File: config.mk
export PLATFORM = sky130hd
export DESIGN_NAME = bus_break_cmp
export DESIGN_NICKNAME = d
export VERILOG_FILES = /design/src/rtl/bbk_pkg.sv /design/src/rtl/bbk_regs.sv /design/src/rtl/bbk_match.sv /design/src/rtl/bbk_fsm.sv /design/src/rtl/bus_break_cmp.sv
export SDC_FILE = /design/constraint.sdc
export NUM_CORES = 1
export LEC_CHECK = 0
export CAP_MARGIN = 25
export CORE_ASPECT_RATIO = 1.25
export CORE_MARGIN = 5
export CORE_UTILIZATION = 50
export CTS_BUF_LIST = sky130_fd_sc_hd__clkbuf_2
export CTS_CLUSTER_SIZE = 14
export DETAILED_ROUTE_END_ITERATION = 10
export DONT_BUFFER_PORTS = 1
export GPL_TIMING_DRIVEN = 0
export PLACE_DENSITY = 0.7
export SLEW_MARGIN = 10
export SYNTH_ARGS = -nofsm -noshare
export SYNTH_HDL_FRONTEND = slang
export SYNTH_SLANG_ARGS = --single-unit
File: constraint.sdc
create_clock -name clk -period 5.2 [get_ports clk]
set_input_delay 1.04 -clock clk [delete_from_list [all_inputs] [get_ports clk]]
set_output_delay 1.04 -clock clk [all_outputs]
set_load 0.05 [all_outputs]
File: src/rtl/bbk_pkg.sv
package bbk_pkg;

    typedef enum logic [1:0] {
        SZ_ANY  = 2'd0,
        SZ_BYTE = 2'd1,
        SZ_WORD = 2'd2,
        SZ_LONG = 2'd3
    } size_e;

    typedef struct packed {
        logic       den;
        logic [1:0] mst;
        logic [1:0] dir;
        logic [1:0] typ;
        size_e      size;
        logic       en;
    } ctl_t;

    typedef enum logic [1:0] {
        ST_OFF   = 2'd0,
        ST_WATCH = 2'd1,
        ST_FIRE  = 2'd2
    } st_e;

    localparam logic [1:0] SEL_ADDR = 2'd0;
    localparam logic [1:0] SEL_DATA = 2'd1;
    localparam logic [1:0] SEL_MASK = 2'd2;
    localparam logic [1:0] SEL_CTL  = 2'd3;

    localparam int CTL_W = $bits(ctl_t);

endpackage

File: src/rtl/bbk_regs.sv
module bbk_regs
    import bbk_pkg::*;
#(
    parameter int AW = 32,
    parameter int DW = 32
) (
    input  logic          clk,
    input  logic          rst_n,
    input  logic          wr_en,
    input  logic [1:0]    wr_sel,
    input  logic [DW-1:0] wr_data,
    output logic [AW-1:0] cfg_addr,
    output logic [DW-1:0] cfg_data,
    output logic [DW-1:0] cfg_mask,
    output ctl_t          cfg_ctl
);

    always_ff @(posedge clk or negedge rst_n) begin
        if (!rst_n) begin
            cfg_addr <= '0;
            cfg_data <= '0;
            cfg_mask <= '0;
            cfg_ctl  <= '0;
        end else if (wr_en) begin
            unique case (wr_sel)
                SEL_ADDR: cfg_addr <= wr_data[AW-1:0];
                SEL_DATA: cfg_data <= wr_data;
                SEL_MASK: cfg_mask <= wr_data;
                SEL_CTL:  cfg_ctl  <= ctl_t'(wr_data[CTL_W-1:0]);
                default:  ;
            endcase
        end
    end

endmodule

File: src/rtl/bbk_match.sv
module bbk_match
    import bbk_pkg::*;
#(
    parameter int AW = 32,
    parameter int DW = 32
) (
    input  logic          clk,
    input  logic          rst_n,
    input  logic [AW-1:0] cfg_addr,
    input  logic [DW-1:0] cfg_data,
    input  logic [DW-1:0] cfg_mask,
    input  ctl_t          cfg_ctl,
    input  logic [AW-1:0] bus_addr,
    input  logic [DW-1:0] bus_data,
    input  logic [1:0]    bus_size,
    input  logic          bus_fetch,
    input  logic          bus_write,
    input  logic          bus_dma,
    output logic          hit
);

    localparam int LANES = DW / 8;

    logic [AW-1:0] addr_keep;
    logic          addr_ok;
    logic          size_ok;
    logic          kind_ok;
    logic          dir_ok;
    logic          mst_ok;
    logic          dma_ok;
    logic          data_ok;
    logic [DW-1:0] operand;
    logic [LANES-1:0] lane_on;
    logic [LANES-1:0] lane_bad;

    // Address: low bits dropped according to the observed access width.
    always_comb begin
        addr_keep = '1;
        addr_ok   = 1'b0;
        unique case (bus_size)
            SZ_LONG: begin addr_keep[1:0] = 2'b00; addr_ok = 1'b1; end
            SZ_WORD: begin addr_keep[0]   = 1'b0;  addr_ok = 1'b1; end
            SZ_BYTE: addr_ok = 1'b1;
            default: addr_ok = 1'b0;
        endcase
        addr_ok = addr_ok && (((bus_addr ^ cfg_addr) & addr_keep) == '0);
    end

    always_comb begin
        size_ok = (cfg_ctl.size == SZ_ANY) || (cfg_ctl.size == size_e'(bus_size));
        unique case (cfg_ctl.typ)
            2'b01:   kind_ok = bus_fetch;
            2'b10:   kind_ok = !bus_fetch;
            default: kind_ok = 1'b1;
        endcase
        unique case (cfg_ctl.dir)
            2'b01:   dir_ok = !bus_write;
            2'b10:   dir_ok = bus_write;
            default: dir_ok = 1'b1;
        endcase
        unique case (cfg_ctl.mst)
            2'b01:   mst_ok = !bus_dma;
            2'b10:   mst_ok = bus_dma;
            default: mst_ok = 1'b1;
        endcase
        dma_ok = !(bus_dma && (cfg_ctl.size == SZ_LONG));
    end

    // Operand lane build: byte is mirrored into both low lanes.
    always_comb begin
        operand = '0;
        unique case (cfg_ctl.size)
            SZ_BYTE: operand[15:0] = {bus_data[7:0], bus_data[7:0]};
            SZ_WORD: operand[15:0] = bus_data[15:0];
            default: operand       = bus_data;
        endcase
    end

    for (genvar i = 0; i < LANES; i++) begin : g_lane
        if (i < 2) begin : g_low
            assign lane_on[i] = 1'b1;
        end else begin : g_high
            assign lane_on[i] = (cfg_ctl.size == SZ_LONG);
        end
        assign lane_bad[i] = lane_on[i] &&
            (((operand[i*8 +: 8] ^ cfg_data[i*8 +: 8]) & ~cfg_mask[i*8 +: 8]) != 8'h00);
    end

    always_comb begin
        if (bus_fetch || !cfg_ctl.den)
            data_ok = 1'b1;
        else if (cfg_ctl.size == SZ_ANY)
            data_ok = 1'b0;
        else
            data_ok = (lane_bad == '0);
    end

    assign hit = addr_ok && size_ok && kind_ok && dir_ok && mst_ok && dma_ok && data_ok;

    a_r9_dma_never_long: assert property (@(posedge clk) disable iff (!rst_n)
        (hit && bus_dma) |-> (cfg_ctl.size != SZ_LONG));
    a_r6_data_needs_size: assert property (@(posedge clk) disable iff (!rst_n)
        (hit && cfg_ctl.den && !bus_fetch) |-> (cfg_ctl.size != SZ_ANY));
    a_r2_long_addr: assert property (@(posedge clk) disable iff (!rst_n)
        (hit && bus_size == 2'b11) |-> (bus_addr[AW-1:2] == cfg_addr[AW-1:2]));
    a_r8_fetch_only: assert property (@(posedge clk) disable iff (!rst_n)
        (hit && cfg_ctl.typ == 2'b01) |-> bus_fetch);

endmodule

File: src/rtl/bbk_fsm.sv
module bbk_fsm
    import bbk_pkg::*;
(
    input  logic clk,
    input  logic rst_n,
    input  logic en,
    input  logic hit_v,
    output logic brk
);

    st_e state, state_nx;

    always_comb begin
        state_nx = state;
        unique case (state)
            ST_OFF, ST_WATCH, ST_FIRE: begin
                if (!en)       state_nx = ST_OFF;
                else if (hit_v) state_nx = ST_FIRE;
                else           state_nx = ST_WATCH;
            end
            default: state_nx = ST_OFF;
        endcase
    end

    always_ff @(posedge clk or negedge rst_n) begin
        if (!rst_n) state <= ST_OFF;
        else        state <= state_nx;
    end

    always_comb begin
        unique case (state)
            ST_FIRE: brk = 1'b1;
            default: brk = 1'b0;
        endcase
    end

    a_r10_hit_gives_pulse: assert property (@(posedge clk) disable iff (!rst_n)
        (en && hit_v) |=> brk);
    a_r10_pulse_has_cause: assert property (@(posedge clk) disable iff (!rst_n)
        brk |-> $past(en && hit_v));

endmodule

File: src/rtl/bus_break_cmp.sv
module bus_break_cmp
    import bbk_pkg::*;
#(
    parameter int AW = 32,
    parameter int DW = 32
) (
    input  logic          clk,
    input  logic          rst_n,
    input  logic          wr_en,
    input  logic [1:0]    wr_sel,
    input  logic [DW-1:0] wr_data,
    input  logic          bus_valid,
    input  logic [AW-1:0] bus_addr,
    input  logic [DW-1:0] bus_data,
    input  logic [1:0]    bus_size,
    input  logic          bus_fetch,
    input  logic          bus_write,
    input  logic          bus_dma,
    output logic          brk
);

    logic [AW-1:0] cfg_addr;
    logic [DW-1:0] cfg_data;
    logic [DW-1:0] cfg_mask;
    ctl_t          cfg_ctl;
    logic          hit;

    bbk_regs #(.AW(AW), .DW(DW)) u_regs (
        .clk(clk), .rst_n(rst_n), .wr_en(wr_en), .wr_sel(wr_sel), .wr_data(wr_data),
        .cfg_addr(cfg_addr), .cfg_data(cfg_data), .cfg_mask(cfg_mask), .cfg_ctl(cfg_ctl)
    );

    bbk_match #(.AW(AW), .DW(DW)) u_match (
        .clk(clk), .rst_n(rst_n),
        .cfg_addr(cfg_addr), .cfg_data(cfg_data), .cfg_mask(cfg_mask), .cfg_ctl(cfg_ctl),
        .bus_addr(bus_addr), .bus_data(bus_data), .bus_size(bus_size),
        .bus_fetch(bus_fetch), .bus_write(bus_write), .bus_dma(bus_dma), .hit(hit)
    );

    bbk_fsm u_fsm (
        .clk(clk), .rst_n(rst_n), .en(cfg_ctl.en), .hit_v(hit && bus_valid), .brk(brk)
    );

endmodule

==> flow_summary.toml <==
[cts]
tritoncts = "built"
cts_max_path_buffers = 2
path_clk_slew_ns = 0.27
post_cts_resized = 0
cts_root_buffer = "clkbuf_2"
cts_buffers = 9
htreeDepth = 3
cts_sinks = 108
post-cts-setup-buffers = 0
cts_hold_buf = 0
clk-insertion-delay-late_ns = 0.58

[sta]
rsz0062_at_grt = "false"
fin_crit_sh_pct = 57.8
slew_headroom_pct = 34.9
setup_ws_ns = 2.19
tightestPinTransition_ns = 0.974
max_freq_mhz = 333
hold_viol = 0
setup_viol = 0
slew_violations = 0
finalSetupTns_ns = 0
fin_worst_skew_ns = 0.0234
period_minus_slack_ns = 3.01

[logic_synthesis]
syn_avg_cell_area_sq_um = 13.2
syn_inst = 404
ys_warn_count = 0
ys_types = 32
syn_area_sq_um = 5320
synth_seq_cells = 108
synthesis.nets = 520
synth.area.top_cells = "dfrtp_1 (51%), mux2_2 (23%), xnor2_1 (7.2%)"
yosysSeqAreaShare_pct = 50.8
synth_area_leader_cell = "dfrtp_1"
synth_top_area_share_pct = 50.8

[critical_path]
critPathArrivalTime_ns = 3.53
cpPeakStageDelay_ns = 0.54
crit_type = "reg2reg"
crit_family = "compound AO/OA/AOI/OAI gates"
worstSetupEndpointType = "flip-flop"
path_buf_inv = 2
crit_slowest_cell = "or4_1"
worstRegToRegCells = 9
r2r-start = "u_regs.cfg_ctl[1]$_DFFE_PN0P_"
path_max_fanout = 10
crit_chain = "inv_1, ha_1, buf_4, nor2b_1, mux2i_1, o2111ai_1, or4_1, a311o_1, o21ba_1"
r2r-end = "u_fsm.state[0]$_DFF_PN0_"
path_depth = 9
critical_path_required_ns = 5.72
r2r_setup_slack_ns = 2.19
start_kind = "flip-flop"

[outcome]
outcome = "finished clean"

[floorplan]
fp.dieH_microns = 125
io_pins = 108
core_sq_um = 10500
dieArea_sq_um = 12800
initial_core_util_pct = 50.6
die_w_microns = 102
num_rows = 42

[layout]
layout.nets = 531
layout_commonest_cell = "mux2_2"
diodes = 0
multi_input_area_sq_um = 2540
fill_cells = 944
area_growth_pct = 5.06
drive_above_1_share_pct = 30.1
seqCellArea_sq_um = 2700
mostFrequentLayoutCells = "mux2_2 (109), dfrtp_1 (108), xnor2_1 (44), nor2b_1 (30), mux2i_1 (20)"

[power_and_ir_drop]
power.leakage_nw = 2.27
total_power_mw = 1.93
ir_drop_uv = 183
powerDensity_nw_per_um2 = 346

[routing]
final_antenna_net_count = 0
vias = 3068
wl_per_cell_microns = 20.9
drt_wl_total_microns = 11500
via_per_inst = 5.57
drc_errors = 0
first_iter_violations = 70
drtPass1Iterations = 4

[place]
portBuffers = 0
place_ws_ns = 2.19
globalplace.congestion = 0.767
hpwlAfterDp_microns = 9020

[grt]
grt_pass1_vias = 3362
grt_max_degree = 109
globalRouteOverflowTotal = 0
antenna_found_initial = 0
grt_pass1_wl_microns = 18300
grt_usage_pct = 19.1

[flow_run]
cap_violations = 0

[hold_path]
holdCritPathClass = "in2async"
==> stage by stage <==
step	cells	instance area (sq um)	utilization, %	hold WS [ns]
after global placement	536	5480	52.2	0.480
after global routing	551	5590	53.2	0.0122
final	551	5590	53.2	0.0998
after detailed placement	536	5480	52.2	0.490
after floorplan	404	5320	-	0.471
after CTS	551	5590	53.2	0.0448
==> sequential cells by signal, indices dropped and copies added (netlist names) <==
signal           flops
u_regs.cfg_addr     32
u_regs.cfg_data     32
u_fsm.state          2
u_regs.cfg_mask     32
u_regs.cfg_ctl      10
==> worst register-to-register path, cell delays in order (launching register included) <==
cell       delay, ns
dfrtp_1         0.49
inv_1           0.07
ha_1            0.42
buf_4           0.24
nor2b_1         0.14
mux2i_1         0.27
o2111ai_1       0.20
or4_1           0.54
a311o_1         0.41
o21ba_1         0.18
==> metal layers <==
layer | track usage, % | vias to the layer above | part of all wire, %
met3 | 6.85 | 16 | 8.1
met1 | 22.5 | 1536 | 39
met2 | 31.8 | 75 | 51
met5 | 0 | - | 0
li1 | - | 1441 | -
met4 | 6.64 | 0 | 2.0
==> cell usage after synthesis <==
cell type	number
mux2_2	109
dfrtp_1	108
xnor2_1	44
nor2b_1	30
mux2i_1	20
nor2_1	15
ha_1	9
xor2_1	9
inv_1	8
nand4_1	8
clkbuf_1	7
o22ai_1	7
o2111ai_1	5
or4_1	3
buf_1	2
nand2_1	2
nand3b_1	2
nor4_1	2
a21oi_1	1
a2bb2oi_1	1
a311o_1	1
a31oi_1	1
buf_2	1
buf_4	1
nand2b_1	1
nand3_1	1
nor3_2	1
nor3b_1	1
o21ba_1	1
o221ai_1	1
o22a_1	1
o31a_1	1
==> report_power, final <==
group / internal [mW] / leakage, nW / switching, mW / total [mW]
clock: 0.107 / 0.0614 / 0.264 / 0.372
combinational: 0.279 / 0.931 / 0.182 / 0.460
sequential: 0.997 / 1.28 / 0.104 / 1.10
==> how the worst max path moves through the flow <==
stage	from	end	slack, ns
4_1_cts	u_regs.cfg_ctl[1]$_DFFE_PN0P_	u_fsm.state[0]$_DFF_PN0_	2.19
2_1_floorplan	bus_data[5]	u_fsm.state[0]$_DFF_PN0_	2.36
5_1_grt	u_regs.cfg_ctl[1]$_DFFE_PN0P_	u_fsm.state[0]$_DFF_PN0_	2.07
6_report	u_regs.cfg_ctl[1]$_DFFE_PN0P_	u_fsm.state[0]$_DFF_PN0_	2.19
3_5_place_dp	u_regs.cfg_ctl[1]$_DFFE_PN0P_	u_fsm.state[0]$_DFF_PN0_	2.19
3_3_place_gp	bus_data[5]	u_fsm.state[0]$_DFF_PN0_	2.18
==> logic make-up (layout without fill, tap and decap cells) <==
kind of cell             after synthesis  count (layout)  share of synthesized area (%)
flip-flops                           108             108                           50.8
adder cells (fa/ha/maj)                9               9                           2.12
multiplexers                         129             129                           26.8
XOR/XNOR                              53              53                           8.73
AO/OA/AOI/OAI                         20              20                           2.89
buffers and inverters                 19              34                           1.44
AND/OR/NAND/NOR                       66              66                           7.15
==> area by class of cell <==
| type | count | area share, % |
|---|---|---|
| flip-flops and latches | 108 | 48.4 |
| multi-input cells | 277 | 45.4 |
| well taps | 132 | 2.96 |
| clock inverters | 5 | 0.963 |
| clock buffers | 10 | 0.896 |
| plain buffers | 11 | 0.829 |
| inverters | 8 | 0.538 |
Power figures use the tool's default switching activity.
